<file path="src/rtl/pwm_dn_pkg.sv">
package pwm_dn_pkg;

    typedef enum logic {
        ST_IDLE = 1'b0,
        ST_RUN  = 1'b1
    } pwm_state_e;

    // Reload value of the down-counter for a given period (period 0 acts as 1).
    function automatic logic [31:0] reload_of(input logic [31:0] period);
        return (period == 32'd0) ? 32'd0 : period - 32'd1;
    endfunction

endpackage

</file>
<file path="src/rtl/pwm_cfg_regs.sv">
module pwm_cfg_regs #(
    parameter int CNT_W      = 8,
    parameter int DEF_PERIOD = 5,
    parameter int DEF_WIDTH  = 2
) (
    input  logic             clk,
    input  logic             rst,
    input  logic             cfg_load,
    input  logic [CNT_W-1:0] cfg_period,
    input  logic [CNT_W-1:0] cfg_width,
    input  logic             commit,
    output logic [CNT_W-1:0] act_period,
    output logic [CNT_W-1:0] act_width,
    output logic [CNT_W-1:0] reload_val
);
    localparam logic [CNT_W-1:0] RST_PERIOD = CNT_W'(DEF_PERIOD);
    localparam logic [CNT_W-1:0] RST_WIDTH  = CNT_W'(DEF_WIDTH);

    logic [CNT_W-1:0] hold_period;
    logic [CNT_W-1:0] hold_width;

    // Holding registers: written by the load strobe at any time.
    always_ff @(posedge clk) begin
        if (rst) begin
            hold_period <= RST_PERIOD;
            hold_width  <= RST_WIDTH;
        end else if (cfg_load) begin
            hold_period <= cfg_period;
            hold_width  <= cfg_width;
        end
    end

    // Active registers: copied only at a counter reload.
    always_ff @(posedge clk) begin
        if (rst) begin
            act_period <= RST_PERIOD;
            act_width  <= RST_WIDTH;
        end else if (commit) begin
            act_period <= hold_period;
            act_width  <= hold_width;
        end
    end

    always_comb begin
        reload_val = CNT_W'(pwm_dn_pkg::reload_of(32'(hold_period)));
    end


    cfg_hold_chk: assert property (@(posedge clk) disable iff (rst)
        !commit |=> ($stable(act_period) && $stable(act_width)));

endmodule

</file>
<file path="src/rtl/pwm_down_counter.sv">
module pwm_down_counter #(
    parameter int CNT_W      = 8,
    parameter int DEF_PERIOD = 5
) (
    input  logic             clk,
    input  logic             rst,
    input  logic             run,
    input  logic             reload,
    input  logic [CNT_W-1:0] reload_val,
    output logic [CNT_W-1:0] cnt,
    output logic             at_zero
);
    localparam logic [CNT_W-1:0] RST_CNT =
        CNT_W'(pwm_dn_pkg::reload_of(32'(DEF_PERIOD)));
    localparam logic [CNT_W-1:0] ONE = CNT_W'(1);

    always_ff @(posedge clk) begin
        if (rst) begin
            cnt <= RST_CNT;
        end else if (reload) begin
            cnt <= reload_val;
        end else if (run) begin
            cnt <= cnt - ONE;
        end
    end

    always_comb begin
        at_zero = (cnt == '0);
    end


    count_down_chk: assert property (@(posedge clk) disable iff (rst)
        (run && !reload) |=> (cnt == $past(cnt) - ONE));

endmodule

</file>
<file path="src/rtl/pwm_level_cmp.sv">
module pwm_level_cmp #(
    parameter int CNT_W = 8
) (
    input  logic             clk,
    input  logic             rst,
    input  logic [CNT_W-1:0] cnt,
    input  logic [CNT_W-1:0] act_period,
    input  logic [CNT_W-1:0] act_width,
    output logic             level
);
    logic cfg_valid;

    always_comb begin
        // Period 0 or a high-time beyond the period is invalid: hold low.
        cfg_valid = (act_period != '0) && (act_width <= act_period);
        level     = cfg_valid && (cnt < act_width);
    end


    fail_low_chk: assert property (@(posedge clk) disable iff (rst)
        (act_width > act_period) |-> !level);


    zero_period_chk: assert property (@(posedge clk) disable iff (rst)
        (act_period == '0) |-> !level);

endmodule

</file>
<file path="src/rtl/pwm_dncnt_gen.sv">
module pwm_dncnt_gen #(
    parameter int CNT_W      = 8,
    parameter int DEF_PERIOD = 5,
    parameter int DEF_WIDTH  = 2
) (
    input  logic             clk,
    input  logic             rst,
    input  logic             enable,
    input  logic [CNT_W-1:0] cfg_period,
    input  logic [CNT_W-1:0] cfg_width,
    input  logic             cfg_load,
    output logic             pwm_out,
    output logic             period_start
);
    import pwm_dn_pkg::*;

    pwm_state_e       state_q;
    pwm_state_e       state_d;
    logic             start_q;
    logic             reload;
    logic             run;
    logic             at_zero;
    logic             level;
    logic [CNT_W-1:0] cnt;
    logic [CNT_W-1:0] act_period;
    logic [CNT_W-1:0] act_width;
    logic [CNT_W-1:0] reload_val;

    // Next-state logic: GO, HALT, WRAP.
    always_comb begin
        state_d = state_q;
        unique case (state_q)
            ST_IDLE: if (enable)  state_d = ST_RUN;
            ST_RUN:  if (!enable) state_d = ST_IDLE;
            default:              state_d = ST_IDLE;
        endcase
    end

    always_comb begin
        run    = (state_q == ST_RUN);
        reload = !run || at_zero;
    end

    // State register and period-start flag.
    always_ff @(posedge clk) begin
        if (rst) begin
            state_q <= ST_IDLE;
            start_q <= 1'b0;
        end else begin
            state_q <= state_d;
            start_q <= (state_d == ST_RUN) && reload;
        end
    end

    // Outputs.
    always_comb begin
        pwm_out      = run && level;
        period_start = start_q;
    end

    pwm_cfg_regs #(
        .CNT_W      (CNT_W),
        .DEF_PERIOD (DEF_PERIOD),
        .DEF_WIDTH  (DEF_WIDTH)
    ) i_cfg (
        .clk        (clk),
        .rst        (rst),
        .cfg_load   (cfg_load),
        .cfg_period (cfg_period),
        .cfg_width  (cfg_width),
        .commit     (reload),
        .act_period (act_period),
        .act_width  (act_width),
        .reload_val (reload_val)
    );

    pwm_down_counter #(
        .CNT_W      (CNT_W),
        .DEF_PERIOD (DEF_PERIOD)
    ) i_cnt (
        .clk        (clk),
        .rst        (rst),
        .run        (run),
        .reload     (reload),
        .reload_val (reload_val),
        .cnt        (cnt),
        .at_zero    (at_zero)
    );

    pwm_level_cmp #(
        .CNT_W      (CNT_W)
    ) i_cmp (
        .clk        (clk),
        .rst        (rst),
        .cnt        (cnt),
        .act_period (act_period),
        .act_width  (act_width),
        .level      (level)
    );


    halt_low_chk: assert property (@(posedge clk) disable iff (rst)
        !enable |=> (!pwm_out && !period_start));


    wrap_start_chk: assert property (@(posedge clk) disable iff (rst)
        (run && at_zero && enable) |=> period_start);


    start_single_chk: assert property (@(posedge clk) disable iff (rst)
        (period_start && act_period > 1) |=> !period_start);

endmodule

</file>
<file path="config.mk">
export PLATFORM = sky130hd
export DESIGN_NAME = pwm_dncnt_gen
export DESIGN_NICKNAME = d
export VERILOG_FILES = /design/src/rtl/pwm_dn_pkg.sv /design/src/rtl/pwm_cfg_regs.sv /design/src/rtl/pwm_down_counter.sv /design/src/rtl/pwm_level_cmp.sv /design/src/rtl/pwm_dncnt_gen.sv
export SDC_FILE = /design/constraint.sdc
export NUM_CORES = 1
export LEC_CHECK = 0
export BUFFER_PORTS_ARGS = -buffer_cell sky130_fd_sc_hd__buf_4
export CAP_MARGIN = 20
export CORE_AREA = 2 2 67 69
export DETAILED_ROUTE_END_ITERATION = 8
export DIE_AREA = 0 0 69 71
export PLACE_DENSITY = 0.77
export SLEW_MARGIN = 20
export SYNTH_ARGS = -nofsm -noshare
export SYNTH_HDL_FRONTEND = slang
export SYNTH_SLANG_ARGS = --single-unit
</file>
<file path="constraint.sdc">
create_clock -name clk -period 1.35 [get_ports clk]
set_input_delay 0.0675 -clock clk [delete_from_list [all_inputs] [get_ports clk]]
set_output_delay 0.0675 -clock clk [all_outputs]
set_load 0.02 [all_outputs]
</file>
==> results.py <==
metrics = {
    "global_routing": {
        "first_global_vias": 2089,
        "grt_max_degree": 28,
        "grt-ovfl-total": 0,
        "gr-usage-all-layers": 0.255,
        "grt_pass1_wl_um": 9660,
        "antenna_violations_before_repair": 0,
    },
    "power": {
        "vdd.ir_drop.worst_uv": 929,
        "power_per_cell_area_nw_per_um2": 1040,
        "power.total_mw": 3.35,
        "power_leakage_nw": 1.45,
    },
    "drt": {
        "firstDrtPassIters": 4,
        "drc": 0,
        "dr_total_vias": 1996,
        "drt_first_iter_violations": 152,
        "wl_per_cell_um": 19.2,
        "antenna_violating_nets_left": 0,
        "totalWireLength_um": 6930,
        "routed_via_count_divided_by_cell_count": 5.54,
    },
    "clocking": {
        "clkTransAtPathRegs_ns": 0.09,
        "clk_path_buf_depth": 2,
        "cts-htree-levels": 2,
        "insertion_delay_ns": 0.31,
        "tritoncts": "done",
        "cts_inserted_buffers": 5,
        "clock_tree.root_cell": "sky130_fd_sc_hd__clkbuf_8",
        "clock_sinks": 42,
    },
    "timing": {
        "setup-tns-final_ns": -7.37,
        "rsz_0062_raised_after_global_routing": "true",
        "timing.clock.skew_ns": 0.00739,
        "max-slew-margin-rel": 0.752,
        "period_share": 1.45,
        "transition_time_at_the_pin_with_the_least_slew_margin_ns": 0.371,
        "finalHoldWorstSlack_ns": -0.00194,
        "finalHoldViolCount": 1,
        "slew_viol_final": 0,
        "timing.fmax_ghz": 0.510,
        "period_needed_ns": 1.96,
        "setup_violations": 26,
        "setup_slack_ns": -0.610,
    },
    "synth": {
        "synth.avg_cell_area_um2": 9.33,
        "synth_seq_cells": 42,
        "seq_area_frac_synth": 0.395,
        "netlist_instances": 228,
        "synth.cell_area_um2": 2130,
        "postSynthNetCount": 267,
        "ys_types": 34,
        "yosys_warnings": 0,
    },
    "status": {
        "result_of_the_run": "complete, but fails checks",
        "violations_in_the_final_reports": "hold timing, setup timing",
    },
    "setup_path": {
        "setup.worst_path.end_class": "output pin",
        "reg2reg_to": "i_cfg.act_width[7]$_SDFFE_PP0N_",
        "r2r-start": "i_cnt.cnt[3]$_SDFFE_PP0P_",
        "type_of_element_launching_the_critical_path": "flop",
        "setup.worst_path.class": "flop to output pin",
        "critPathRequiredTime_ns": 1.28,
        "ff2ff_setup_slack_ns": -0.35,
        "worstRegToRegCells": 6,
        "crit_arrival_ns": 1.89,
        "startpoint": "i_cfg.act_width[6]$_SDFFE_PP0N_",
        "maximum_fanout_encountered_on_the_critical_timing_path": 3,
    },
    "place": {
        "placement.cell_area_um2": 2670,
        "number_of_port_buffers": 21,
        "pre_cts_setup_slack_ns": -0.293,
        "place_inst": 333,
        "gp_routability_congestion": 0.894,
        "dp_hpwl_um": 3550,
    },
    "finish": {
        "layout-drive-gt1-share": 0.412,
        "post_layout_nonfiller_instances": 360,
        "num-fill-cells": 250,
        "antennaDiodeCount": 0,
        "areaGrowthSynthToFinish_pct": 51.1,
        "regArea_um2": 866,
        "finalNetCount": 346,
        "post-route-util": 0.764,
        "finalInstanceArea_um2": 3210,
        "multi_input_area_um2": 1380,
    },
    "die": {
        "die_x_um": 69,
        "die_height_um": 71,
        "core-area_um2": 4200,
        "rows": 24,
        "start_util": 0.506,
        "die_area_um2": 4900,
        "num_io_pins": 22,
    },
    "run": {
        "timing.max_cap.violations": 0,
    },
    "worst_hold_path": {
        "timing.hold.worst.start": "cfg_period[4]",
        "hold_end": "i_cfg.hold_period[4]$_SDFFE_PP0P_",
        "timing.hold.worst_path_depth": 3,
        "worst_hold_path_type": "input pin to flop",
    },
}
-- layout make-up --
| class | instances | area share |
|---|---|---|
| clock buffers | 6 | 0.0226 |
| clock inverters | 2 | 0.0117 |
| inverters | 21 | 0.0253 |
| multi-input cells | 157 | 0.429 |
| flip-flops and latches | 42 | 0.269 |
| well taps | 52 | 0.0202 |
| repair buffers | 80 | 0.222 |
-- worst max path at each step --
stage	end	slack, ns
final	pwm_out	-0.61
after global routing	pwm_out	-0.67
after CTS	pwm_out	-0.51
after detailed placement	pwm_out	-0.29
after global placement	pwm_out	-0.23
after floorplan	pwm_out	-0.15
-- timing repair --
action / CTS / global route
hold buffers: 11 / 0
setup endpoints to repair: 26 / 26
gates resized for setup: 32 / 20
hold endpoints to repair: 11 / 0
pin swaps: 14 / 7
buffers inserted: 3 / 3
gates cloned: 2 / 0
-- critical path: stages, from the launching register on --
cell,delay [ns]
sky130_fd_sc_hd__dfxtp_2,0.35
sky130_fd_sc_hd__inv_1,0.05
sky130_fd_sc_hd__ha_1,0.28
sky130_fd_sc_hd__nand2_1,0.08
sky130_fd_sc_hd__or3_4,0.40
sky130_fd_sc_hd__nor3_4,0.23
sky130_fd_sc_hd__nor4_4,0.05
sky130_fd_sc_hd__buf_4,0.16
-- cell usage after synthesis, drive strengths merged --
| library cell | n | area, µm² |
|---|---|---|
| a2111oi | 1 | 8.76 |
| a211oi | 1 | 7.51 |
| a21oi | 5 | 25.0 |
| a31o | 2 | 26.3 |
| and2 | 1 | 6.26 |
| buf | 7 | 55.1 |
| clkbuf | 1 | 3.75 |
| clkinv | 1 | 3.75 |
| dfxtp | 42 | 841 |
| ha | 19 | 238 |
| inv | 20 | 75.1 |
| mux2i | 30 | 300 |
| nand2 | 16 | 60.1 |
| nand2b | 3 | 18.8 |
| nand3 | 3 | 20.0 |
| nand4 | 2 | 12.5 |
| nor2 | 33 | 124 |
| nor2b | 2 | 12.5 |
| nor3 | 5 | 25.0 |
| nor3b | 1 | 7.51 |
| nor4 | 6 | 52.6 |
| o211ai | 6 | 45.0 |
| o21a | 1 | 7.51 |
| o21ai | 1 | 5.00 |
| o22ai | 7 | 43.8 |
| or3 | 1 | 6.26 |
| xnor2 | 6 | 52.6 |
| xor2 | 5 | 43.8 |
-- state kept, by name, summed over array words and instances (netlist names) --
register           cells
i_cnt.cnt              8
i_cfg.act_width        8
run                    1
i_cfg.hold_period      8
i_cfg.hold_width       8
period_start           1
i_cfg.act_period       8
-- cell families after synthesis --
group                      Yosys count  synth area share
and+or+nand+nor                     73             0.162
DFF                                 42             0.395
muxes                               30             0.141
buffers and inverters               29            0.0647
AOI/OAI and AO/OA                   24            0.0794
adders and majority gates           19             0.112
xor gates and xnor gates            11            0.0453
-- metal layers --
metal  track usage  vias up  wire (µm)
li1              -      936          -
met2         0.456       84       3520
met5             0        -          0
met1         0.262      946       2730
met4         0.172        0        338
met3        0.0655       30        340
-- placed cells by master (no fill, tap or decap), types with 7 or more instances in the layout --
cell and count:
sky130_fd_sc_hd__buf_4 60, sky130_fd_sc_hd__ha_4 7, sky130_fd_sc_hd__dfxtp_1 28, sky130_fd_sc_hd__nand2_1 15, sky130_fd_sc_hd__dfxtp_2 11, sky130_fd_sc_hd__mux2i_1 29, sky130_fd_sc_hd__nor2_1 32, sky130_fd_sc_hd__inv_1 16
sky130_fd_sc_hd__ha_1 11, sky130_fd_sc_hd__dlygate4sd3_1 11
-- power breakdown --
group          internal (mW)  leakage [nW]  switching (mW)  total [mW]
combinational          0.485          1.05           0.442       0.928
sequential              1.32         0.351          0.0703        1.39
clock                  0.552        0.0514           0.483        1.04
total                   2.35          1.45           0.995        3.35
Note: power is estimated with default switching activity, not from simulation.
